==> src/rtl/stack_eval_pkg.sv <==
package stack_eval_pkg;

  typedef enum logic [2:0] {
    OP_PUSH = 3'd0,
    OP_POP  = 3'd1,
    OP_ADD  = 3'd2,
    OP_SUB  = 3'd3,
    OP_MUL  = 3'd4,
    OP_DIV  = 3'd5
  } op_e;

  function automatic logic is_binary(input logic [2:0] op);
    return (op == OP_ADD) || (op == OP_SUB) || (op == OP_MUL) || (op == OP_DIV);
  endfunction

endpackage

==> src/rtl/stack_alu.sv <==
module stack_alu
  import stack_eval_pkg::*;
#(
  parameter int DATA_W = 16
) (
  input  logic [2:0]        op,
  input  logic [DATA_W-1:0] lhs,   // entry below the top
  input  logic [DATA_W-1:0] rhs,   // top entry
  output logic [DATA_W-1:0] result,
  output logic              div_zero
);

  assign div_zero = (rhs == '0);

  always_comb begin
    result = '0;
    case (op)
      OP_ADD: result = lhs + rhs;
      OP_SUB: result = lhs - rhs;
      OP_MUL: result = lhs * rhs;          // low DATA_W bits of product
      OP_DIV: if (!div_zero) result = DATA_W'($signed(lhs) / $signed(rhs));
      default: result = '0;
    endcase
  end

  // a zero divisor never reaches the divider output as a nonzero value
  always_comb begin
    if (op == OP_DIV && div_zero) begin
      a_r5_div_guard: assert (result == '0);
    end
  end

endmodule

==> src/rtl/stack_spill_ram.sv <==
module stack_spill_ram #(
  parameter int DATA_W = 16,
  parameter int ADDR_W = 4
) (
  input  logic              clk,
  input  logic              wr_en,
  input  logic [ADDR_W-1:0] wr_addr,
  input  logic [DATA_W-1:0] wr_data,
  input  logic [ADDR_W-1:0] rd_addr,
  output logic [DATA_W-1:0] rd_data
);

  localparam int WORDS = 1 << ADDR_W;

  logic [DATA_W-1:0] mem [WORDS];

  always_ff @(posedge clk) begin
    if (wr_en) mem[wr_addr] <= wr_data;
    rd_data <= mem[rd_addr];
  end

endmodule

==> src/rtl/stack_eval.sv <==
module stack_eval
  import stack_eval_pkg::*;
#(
  parameter int DATA_W = 16,
  parameter int DEPTH  = 16
) (
  input  logic                          clk,
  input  logic                          rst,
  input  logic                          cmd_valid,
  output logic                          cmd_ready,
  input  logic [2:0]                    cmd_op,
  input  logic [DATA_W-1:0]             cmd_imm,
  output logic [DATA_W-1:0]             top_value,
  output logic [$clog2(DEPTH+1)-1:0]    depth,
  output logic signed [$clog2(DEPTH+1):0] stack_ptr,
  output logic                          err_under,
  output logic                          err_over,
  output logic                          err_div0
);

  localparam int CNT_W  = $clog2(DEPTH + 1);
  localparam int SPILL  = DEPTH - 2;
  localparam int ADDR_W = (SPILL > 1) ? $clog2(SPILL) : 1;
  localparam logic [CNT_W-1:0] FULL = CNT_W'(DEPTH);

  logic [DATA_W-1:0] top_q, next_q;
  logic [CNT_W-1:0]  count_q;
  logic              refill_q;
  logic              under_q, over_q, dz_q;

  logic [DATA_W-1:0] alu_res, ram_rd;
  logic              alu_dz;
  logic              accept, op_bin;
  logic              do_push, do_pop, do_bin;
  logic              hit_under, hit_over, hit_dz, need_refill;
  logic [CNT_W-1:0]  wr_idx, rd_idx;

  assign cmd_ready = !refill_q;
  assign accept    = cmd_valid && cmd_ready;
  assign op_bin    = is_binary(cmd_op);

  stack_alu #(.DATA_W(DATA_W)) u_alu (
    .op       (cmd_op),
    .lhs      (next_q),
    .rhs      (top_q),
    .result   (alu_res),
    .div_zero (alu_dz)
  );

  assign hit_over  = accept && (cmd_op == OP_PUSH) && (count_q == FULL);
  assign hit_under = accept && (((cmd_op == OP_POP) && (count_q == '0)) ||
                                (op_bin && (count_q < CNT_W'(2))));
  assign hit_dz    = accept && (cmd_op == OP_DIV) && (count_q >= CNT_W'(2)) && alu_dz;
  assign do_push   = accept && (cmd_op == OP_PUSH) && !hit_over;
  assign do_pop    = accept && (cmd_op == OP_POP) && !hit_under;
  assign do_bin    = accept && op_bin && !hit_under && !hit_dz;
  assign need_refill = (do_pop || do_bin) && (count_q >= CNT_W'(3));

  // array slot k holds the entry at stack index k (index 0 is the bottom)
  assign wr_idx = count_q - CNT_W'(2);
  assign rd_idx = count_q - CNT_W'(3);

  stack_spill_ram #(.DATA_W(DATA_W), .ADDR_W(ADDR_W)) u_spill (
    .clk     (clk),
    .wr_en   (do_push && (count_q >= CNT_W'(2))),
    .wr_addr (ADDR_W'(wr_idx)),
    .wr_data (next_q),
    .rd_addr (ADDR_W'(rd_idx)),
    .rd_data (ram_rd)
  );

  always_ff @(posedge clk) begin
    if (rst) begin
      top_q    <= '0;
      next_q   <= '0;
      count_q  <= '0;
      refill_q <= 1'b0;
      under_q  <= 1'b0;
      over_q   <= 1'b0;
      dz_q     <= 1'b0;
    end else begin
      under_q  <= hit_under;
      over_q   <= hit_over;
      dz_q     <= hit_dz;
      refill_q <= need_refill;
      if (refill_q) next_q <= ram_rd;
      if (do_push) begin
        top_q   <= cmd_imm;
        next_q  <= top_q;
        count_q <= count_q + 1'b1;
      end else if (do_pop) begin
        top_q   <= next_q;
        next_q  <= '0;
        count_q <= count_q - 1'b1;
      end else if (do_bin) begin
        top_q   <= alu_res;
        next_q  <= '0;
        count_q <= count_q - 1'b1;
      end
    end
  end

  assign top_value = top_q;
  assign depth     = count_q;
  assign stack_ptr = $signed({1'b0, count_q}) - $signed((CNT_W+1)'(1));
  assign err_under = under_q;
  assign err_over  = over_q;
  assign err_div0  = dz_q;

  // depth never exceeds the configured limit
  a_r8_depth_bound: assert property (@(posedge clk) disable iff (rst)
    count_q <= FULL);

  // push on a full stack is dropped and flagged
  a_r8_full_push: assert property (@(posedge clk) disable iff (rst)
    (accept && cmd_op == OP_PUSH && count_q == FULL) |=> (err_over && $stable(count_q)));

  // underflow leaves depth and top alone
  a_r7_underflow_hold: assert property (@(posedge clk) disable iff (rst)
    (accept && op_bin && count_q < CNT_W'(2)) |=> (err_under && $stable(count_q) && $stable(top_q)));

  // divide by zero keeps the stack as it was
  a_r9_div0_hold: assert property (@(posedge clk) disable iff (rst)
    (accept && cmd_op == OP_DIV && count_q >= CNT_W'(2) && top_q == '0)
      |=> (err_div0 && $stable(count_q) && $stable(top_q)));

  // a successful reduction removes exactly one entry
  a_r6_reduce_one: assert property (@(posedge clk) disable iff (rst)
    (accept && op_bin && count_q >= CNT_W'(2) && !(cmd_op == OP_DIV && top_q == '0))
      |=> (count_q == $past(count_q) - 1'b1));

  // the refill bubble lasts a single cycle
  a_r10_one_bubble: assert property (@(posedge clk) disable iff (rst)
    !cmd_ready |=> cmd_ready);

  // at most one error flag per command
  a_r7_flags_exclusive: assert property (@(posedge clk) disable iff (rst)
    $onehot0({err_under, err_over, err_div0}));

endmodule

==> config.mk <==
export PLATFORM = sky130hd
export DESIGN_NAME = stack_eval
export DESIGN_NICKNAME = d
export VERILOG_FILES = /design/src/rtl/stack_eval_pkg.sv /design/src/rtl/stack_alu.sv /design/src/rtl/stack_spill_ram.sv /design/src/rtl/stack_eval.sv
export SDC_FILE = /design/constraint.sdc
export NUM_CORES = 1
export LEC_CHECK = 0
export BUFFER_PORTS_ARGS = -buffer_cell sky130_fd_sc_hd__clkbuf_2
export CAP_MARGIN = 10
export CORE_MARGIN = 2
export CORE_UTILIZATION = 45
export CTS_BUF_LIST = sky130_fd_sc_hd__clkbuf_8
export DETAILED_ROUTE_END_ITERATION = 6
export PLACE_DENSITY = 0.58
export REMOVE_ABC_BUFFERS = 1
export SLEW_MARGIN = 10
export SYNTH_ARGS = -nofsm -noshare
export SYNTH_HDL_FRONTEND = slang
export SYNTH_SLANG_ARGS = --single-unit
==> constraint.sdc <==
create_clock -name clk -period 58 [get_ports clk]
set_clock_uncertainty 0.2 [all_clocks]
set_input_delay 11.6 -clock clk [delete_from_list [all_inputs] [get_ports clk]]
set_output_delay 11.6 -clock clk [all_outputs]
set_load 0.05 [all_outputs]
==> results of run 1 <==
## tightest hold or removal path, cell delays in order, from the launching register on
cell and delay (ps):
dfxtp_1 390, nand3_1 130, nor3_1 50
## per-stage QoR
stage | worst slack, ps | instance area [um2] | util, % | hold slack [ps] | cells
final | 20070 | 27900 | 49.7 | 409 | 3321
after detailed placement | 20880 | 26900 | 47.8 | 406 | 3228
after floorplan | 25310 | 25000 | - | 413 | 2349
after global placement | 21880 | 26900 | 47.8 | 384 | 3228
after global routing | 17150 | 27900 | 49.7 | 442 | 3321
after CTS | 20680 | 27900 | 49.7 | 414 | 3320
## flip-flops by register name, summed over array words and instances (netlist names)
name             cells
depth                5
err_div0             1
err_over             1
err_under            1
next_q              16
refill_q             1
top_value           16
u_spill.mem        256
u_spill.rd_data     16
## layout make-up
cell class | count | area share (%)
Clock buffer | 55 | 2.71
Tap cell | 756 | 3.39
Clock inverter | 37 | 1.08
Antenna cell | 1 | 0.00896
Inverter | 176 | 2.37
Timing Repair Buffer | 123 | 2.84
Sequential cell | 313 | 31.6
Multi-Input combinational cell | 1860 | 56.0
## synth_stat cells, types with 57 or more instances
cell type	number	area, um2
nor3_1	82	410
ha_1	216	2700
dfxtp_1	57	1140
inv_1	175	657
o21ai_0	85	425
a21oi_1	143	716
fa_1	82	1640
and2_1	65	407
xor2_1	60	526
nand2_1	189	709
edfxtp_1	256	7690
clkbuf_1	94	353
xnor2_1	116	1020
nor2_1	174	653
mux4_2	80	1800
## per-layer routing
metal | up-vias | global-route usage (%) | wire [um]
li1 | 9180 | - | -
met1 | 10070 | 37.4 | 35200
met2 | 744 | 43.9 | 36900
met3 | 142 | 3.88 | 5020
met4 | 0 | 7.81 | 2240
met5 | - | 0 | 0
## final timing paths
path	start	endpoint	slack [ps]	cells after the start
worst max register to register	top_value[0]$_SDFFE_PP0P_	top_value[8]$_SDFFE_PP0P_	20070	124
worst min-delay path	depth[4]$_SDFFE_PP0P_	err_over$_SDFF_PP0_	410	2
worst min register to register	depth[4]$_SDFFE_PP0P_	err_over$_SDFF_PP0_	410	2
worst max-delay path	top_value[0]$_SDFFE_PP0P_	top_value[8]$_SDFFE_PP0P_	20070	124
## logic make-up (layout without fill, tap and decap cells)
family	after synthesis	after routing	synth area share, %
muxes	146	146	9.89
xor gates and xnor gates	178	178	6.18
and+or+nand+nor	722	722	14.2
other	0	1	0
adders and majority gates	298	298	17.0
AOI/OAI and AO/OA	516	516	13.6
DFF	313	313	34.6
buffers and inverters	292	391	4.42
## layout by cell type (no fill, tap or decap), drive strengths merged, types with 19 or more instances in the layout
cell type and instances:
or2 19, o21ai 94, clkbuf 107, o21a 38, mux2i 28, mux2 38, o211ai 22, fa 82
nor3 86, o31ai 21, nor4 27, mux4 80, and2 65, edfxtp 256, buf 71, a21o 40
a21oi 143, nand2 189, nor2 175, nand3 40, xor2 62, ha 216, dfxtp 57, xnor2 116
nand2b 26, inv 195
==> results.md, run 1 <==
- Longest Clk Path Bufs: 3
- Area taken by flip-flops and latches: 8830 um2
- Worst min path class: reg -> reg
- Clk_lat worst skew: 620 ps
- Root buffer cell: clkbuf_8
- Result of the run: completed
- DR WL/cell: 23.9 um
- Count of different cell masters after synthesis: 96
- H-Tree Level Count: 2
- Number of global-route vias before repair: 20303
- Die footprint: 58500 um2
- Die outline width: 242 um
- Clock sink total: 313
- Total via count in the routed design: 20136
- Antenna violations before repair: 1
- Core Area: 56200 um2
- Critical path data required time: 58300 ps
- Top achievable clock speed: 0.0264 GHz
- Number of standard cells after synthesis: 2465
- Critical-path cell with the highest stage delay: a41oi_2
- Number of enable-type register cells in the synthesized netlist: 256
- Ys async rst share: 0%
- Pin count of the biggest net entering global routing: 49
- Worst-path fanout max: 20
- Initial DRC count: 1789
- Number of buffers added on ports: 52
- CTS Hold Buffers Added: 0
- Unrepaired setup endpoints after global routing: no
- FF+latch count, synth: 313
- GRT Resource Usage Total: 26.9%
- Post-CTS setup repair buffer count: 0
- Yosys warning total: 0
- Residual overflow from global routing: 0
- Most frequent CP cell: ha_1
- Type of destination of the critical path: flip-flop
- Remaining DRCs: 0
- Count of fill cells added during filler insertion: 5156
- Most used DFF post-synth: edfxtp_1
- Starting Density: 45.4%
- Floorplan die height: 242 um
- Total clock buffers created by CTS: 49
- Final count of negative-setup-slack endpoints: 0
- Arrival time at the worst endpoint: 38220 ps
- Via-to-Cell Ratio: 6.06
- Share of final-layout standard cells stronger than drive strength 1: 15.7%
- Seq/Total Area, Yosys: 34.6%
- P&R area growth vs syn: 9.62%
- Io pins: 53
- Number of core rows: 87
- CP max stage delay: 890 ps
- Total count of max-transition violations in the final report: 0
- Sum of buffers and inverters on the critical path: 4
- TritonCTS clock tree: yes
- Iteration count of the initial detailed-routing pass: 7
- Total half-perimeter wirelength after legalization and detailed placement: 55200 um
- Crit path time final: 37930 ps
- Routed WL: 79400 um
- Setup tns final: 0 ps
- Average size of a mapped cell: 10.3 um2
- Clock-pin slew on the worst setup and hold paths: 80 ps
- Area of the multi-input gates: 15600 um2
- Wire length of the first global-routing pass: 122000 um
- Final weighted congestion in routability-driven placement: 0.943
- Normalized max-slew margin: 14.6%
- Max-cap violations: 0
- Category of the worst setup path launch point: flip-flop
- Final Hold Fails: 0
- Number of nets in the finished design: 2843
- Critical path's top delay family: compound AO/OA/AOI/OAI gates
- Final worst path period share: 65.4%
- Post-cts gate resize count: 0
- Remaining antenna violation count: 0
- Crit Path Category: reg -> reg
- Slew @ Worst Pin: 1280 ps
- Synthesized area: 25500 um2
Power of run 1 is left out: the tool's default activity adds up to more than one toggle a clock period on the data nets, which glitch-free logic cannot reach.
==> run 2, diff against run 1 <==
- ABC_AREA: unset -> 1
- PLACE_DENSITY: 0.58 -> 0.61
- clock period: 58 -> 32.9 ns (I/O delays scaled with it)
==> results.md, run 2 <==
- Io pins: 53 (unchanged)
- Slew @ Worst Pin: 969 ps (was 1280 ps)
- Wire length of the first global-routing pass: 124000 um (was 122000 um)
- Startpoint of the most critical register-to-register path: top_value[6]$_SDFFE_PP0P_ (was top_value[0]$_SDFFE_PP0P_)
- Residual overflow from global routing: 0 (unchanged)
- DR WL/cell: 20.6 um (was 23.9 um)
- Final Hold Fails: 0 (unchanged)
- Compound-gate portion of the synthesized area: 14.7% (was 13.6%)
- Initial DRC count: 1837 (was 1789)
- Number of buffers added on ports: 52 (unchanged)
- Remaining DRCs: 0 (unchanged)
- CTS Hold Buffers Added: 0 (unchanged)
- Met2 usage in global routing: 46.7% (was 43.9%)
- Ys async rst share: 0% (unchanged)
- FF+latch count, synth: 313 (unchanged)
- XOR/XNOR Fraction of Synth Area: 4.18% (was 6.18%)
- Yosys top cell by area: edfxtp_1 (unchanged)
- Remaining antenna violation count: 0 (unchanged)
- Longest Clk Path Bufs: 3 (unchanged)
- Iteration count of the initial detailed-routing pass: 6 (was 7)
- Max-cap violations: 0 (unchanged)
- P&R area growth vs syn: 11.0% (was 9.62%)
- Total clock buffers created by CTS: 50 (was 49)
- Pin count of the biggest net entering global routing: 69 (was 49)
- Launch instance of the worst min-delay path: u_spill.rd_data[8]$_DFF_P_ (was depth[4]$_SDFFE_PP0P_)
- Category of the worst setup path launch point: flip-flop (unchanged)
- Starting Density: 45.3% (was 45.4%)
- Number of enable-type register cells in the synthesized netlist: 256 (unchanged)
- Met3 GRT Util: 3.36% (was 3.88%)
- Worst-path fanout max: 15 (was 20)
- Crit Path Category: reg -> reg (unchanged)
- Critical path data required time: 33210 ps (was 58300 ps)
- GRT Resource Usage Total: 28.1% (was 26.9%)
- Normalized max-slew margin: 35.2% (was 14.6%)
- Yosys warning total: 0 (unchanged)
- Dominant combinational cell family by area after synthesis: simple AND/OR/NAND/NOR gates (was adder cells)
- Top achievable clock speed: 0.0331 GHz (was 0.0264 GHz)
- Core Area: 56100 um2 (was 56200 um2)
- Sum of buffers and inverters on the critical path: 26 (was 4)
- Worst min path class: reg -> reg (unchanged)
- Seq/Total Area, Yosys: 34.8% (was 34.6%)
- Flip-flop count of the largest register after layout: 256 (unchanged)
- Total via count in the routed design: 22196 (was 20136)
- Most area-consuming cells after synthesis: edfxtp_1 (30%), ha_1 (11%), nand2_1 (9.3%) (was edfxtp_1 (30%), ha_1 (11%), mux4_2 (7.1%))
- Die outline width: 241 um (was 242 um)
- Cell area reported after detailed placement: 26600 um2 (was 26900 um2)
- Total half-perimeter wirelength after legalization and detailed placement: 58200 um (was 55200 um)
- Die footprint: 58300 um2 (was 58500 um2)
- GRT Max-Usage Layer: met2 (unchanged)
- Share of final-layout standard cells stronger than drive strength 1: 13.4% (was 15.7%)
- Type of destination of the critical path: flip-flop (unchanged)
- H-Tree Level Count: 2 (unchanged)
- Most frequent cells in the layout: nand2_1 (627), inv_1 (400), o21ai_0 (279) (was edfxtp_1 (256), ha_1 (215), inv_1 (193))
- Number of core rows: 87 (unchanged)
- Arrival time at the worst endpoint: 30550 ps (was 38220 ps)
- Clk_lat worst skew: 620 ps (about the same)
- Final weighted congestion in routability-driven placement: 0.967 (was 0.943)
- Clock-pin slew on the worst setup and hold paths: 70 ps (was 80 ps)
- Number of nets in the finished design: 3528 (was 2843)
- Inst Count DP: 3873 (was 3228)
- Area of all placed cells without fillers: 28200 um2 (was 27900 um2)
- Startpoint of the most critical setup path: top_value[6]$_SDFFE_PP0P_ (was top_value[0]$_SDFFE_PP0P_)
- Number of global-route vias before repair: 21225 (was 20303)
- Register with the highest flop count: u_spill.mem (unchanged)
- Number of standard cells after synthesis: 3121 (was 2465)
- Yosys top cell area share: 30.3% (was 30.2%)
- Leading cell types by count after synthesis: nand2_1 (630), inv_1 (395), o21ai_0 (289), nor2_1 (276), edfxtp_1 (256) (was edfxtp_1 (256), ha_1 (216), nand2_1 (189), inv_1 (175), nor2_1 (174))
- Multiplexer fraction of the synthesized cell area: 0.0394% (was 9.89%)
- Antenna violations before repair: 0 (was 1)
- Root buffer cell: clkbuf_8 (unchanged)
- Via-to-Cell Ratio: 5.54 (was 6.06)
- Synthesized area: 25400 um2 (was 25500 um2)
- Most frequent CP cell: nand2_1 (was ha_1)
- CP max stage delay: 470 ps (was 890 ps)
- Most used DFF post-synth: edfxtp_1 (unchanged)
- Crit path time final: 30240 ps (was 37930 ps)
- Routing usage on met1: 36.9% (was 37.4%)
- Critical path's top delay family: simple AND/OR/NAND/NOR gates (was compound AO/OA/AOI/OAI gates)
- Count of different cell masters after synthesis: 64 (was 96)
- Result of the run: completed (unchanged)
- Simple-gate portion of the synthesized area: 20.6% (was 14.2%)
- Final worst path period share: 91.9% (was 65.4%)
- Floorplan die height: 241 um (was 242 um)
- TritonCTS clock tree: yes (unchanged)
- Routed WL: 82300 um (was 79400 um)
- Number of diodes added for antenna fixing: 0 (was 1)
- Clock sink total: 313 (unchanged)
- Critical-path cell with the highest stage delay: dfxtp_2 (was a41oi_2)
- Most repeated cell in the gate-level netlist after synthesis: nand2_1 (was edfxtp_1)
- Average size of a mapped cell: 8.13 um2 (was 10.3 um2)
- Final count of negative-setup-slack endpoints: 0 (unchanged)
- Adder-cell share of the synthesized area: 17.1% (was 17.0%)
- Total count of max-transition violations in the final report: 0 (unchanged)
- Most common cell after layout, fill and taps aside: nand2_1 (was edfxtp_1)
- Post-layout instance count excluding filler cells: 4004 (was 3321)
run 2: cell count changes after synthesis, moves of 37 or more:
| cell | previous run | this run |
|---|---|---|
| nand2_1 | 189 | 630 |
| inv_1 | 175 | 395 |
| o21ai_0 | 85 | 289 |
| nor2_1 | 174 | 276 |
| nand3_1 | 37 | 124 |
| mux4_2 | 80 | 0 |
| xnor2_1 | 116 | 51 |
| and2_1 | 65 | 4 |
| nor3_1 | 82 | 23 |
| o22ai_1 | 4 | 48 |
| o21a_1 | 38 | 1 |
run 2: repair_timing:
action,in CTS,in global routing
buffers inserted,0,37
resized for setup,6,68
endpoints found under the setup margin,8,16
gates cloned,1,1
pin swaps,0,22
run 2: worst paths after layout:
| check | slack (ps) | cells after the start | end |
|---|---|---|---|
| max | 2660 | 234 | top_value[12]$_SDFFE_PP0P_ |
| min | 310 | 2 | next_q[8]$_SDFFE_PP0P_ |
| max reg2reg | 2660 | 234 | top_value[12]$_SDFFE_PP0P_ |
| min reg2reg | 310 | 2 | next_q[8]$_SDFFE_PP0P_ |
run 2: metrics by stage:
step / hold WS, ps / TNS, ps / setup slack [ps] / util (%)
global route: 351 / -776 / -185 / 50.3
finish: 312 / 0 / 2660 / 50.3
CTS: 312 / 0 / 0.217 / 49.3
detailed placement: 301 / -756 / -276 / 47.4
global placement: 304 / 0 / 1030 / 47.4
floorplan: 278 / 0 / 2460 / -
run 2: worst reg2reg max path: cells and delay by family (launching register included):
kind | cells | cell delay (ps)
xor+xnor | 1 | 150
buf+inv | 26 | 2770
compound gates | 58 | 9430
flops | 1 | 470
simple gates | 132 | 12060
fa+ha+maj | 17 | 5020
run 2: cell type report:
type | instances | area [um2]
Inverter | 419 | 1600
Fill cell | 5396 | 27900
Multi-Input combinational cell | 2262 | 14600
Timing Repair Buffer | 161 | 1100
Clock inverter | 38 | 319
Sequential cell | 313 | 8840
Clock buffer | 54 | 743
Tap cell | 756 | 946
Timing Repair inverter | 1 | 7.51
run 2: cell families (layout without fill, tap and decap cells):
kind of cell / after synthesis / after routing
buf+inv: 547 / 673
fa+ha+maj: 298 / 298
xor+xnor: 121 / 121
compound gates: 647 / 647
flops: 313 / 313
simple gates: 1194 / 1195
mux: 1 / 1
run 2: routing by layer:
metal	vias to the layer above	part of all wire [%]
met2	869	47
li1	10602	-
met3	183	7.2
met4	0	4.7
met5	-	0
met1	10542	42
Power of run 2 is left out for the same reason.
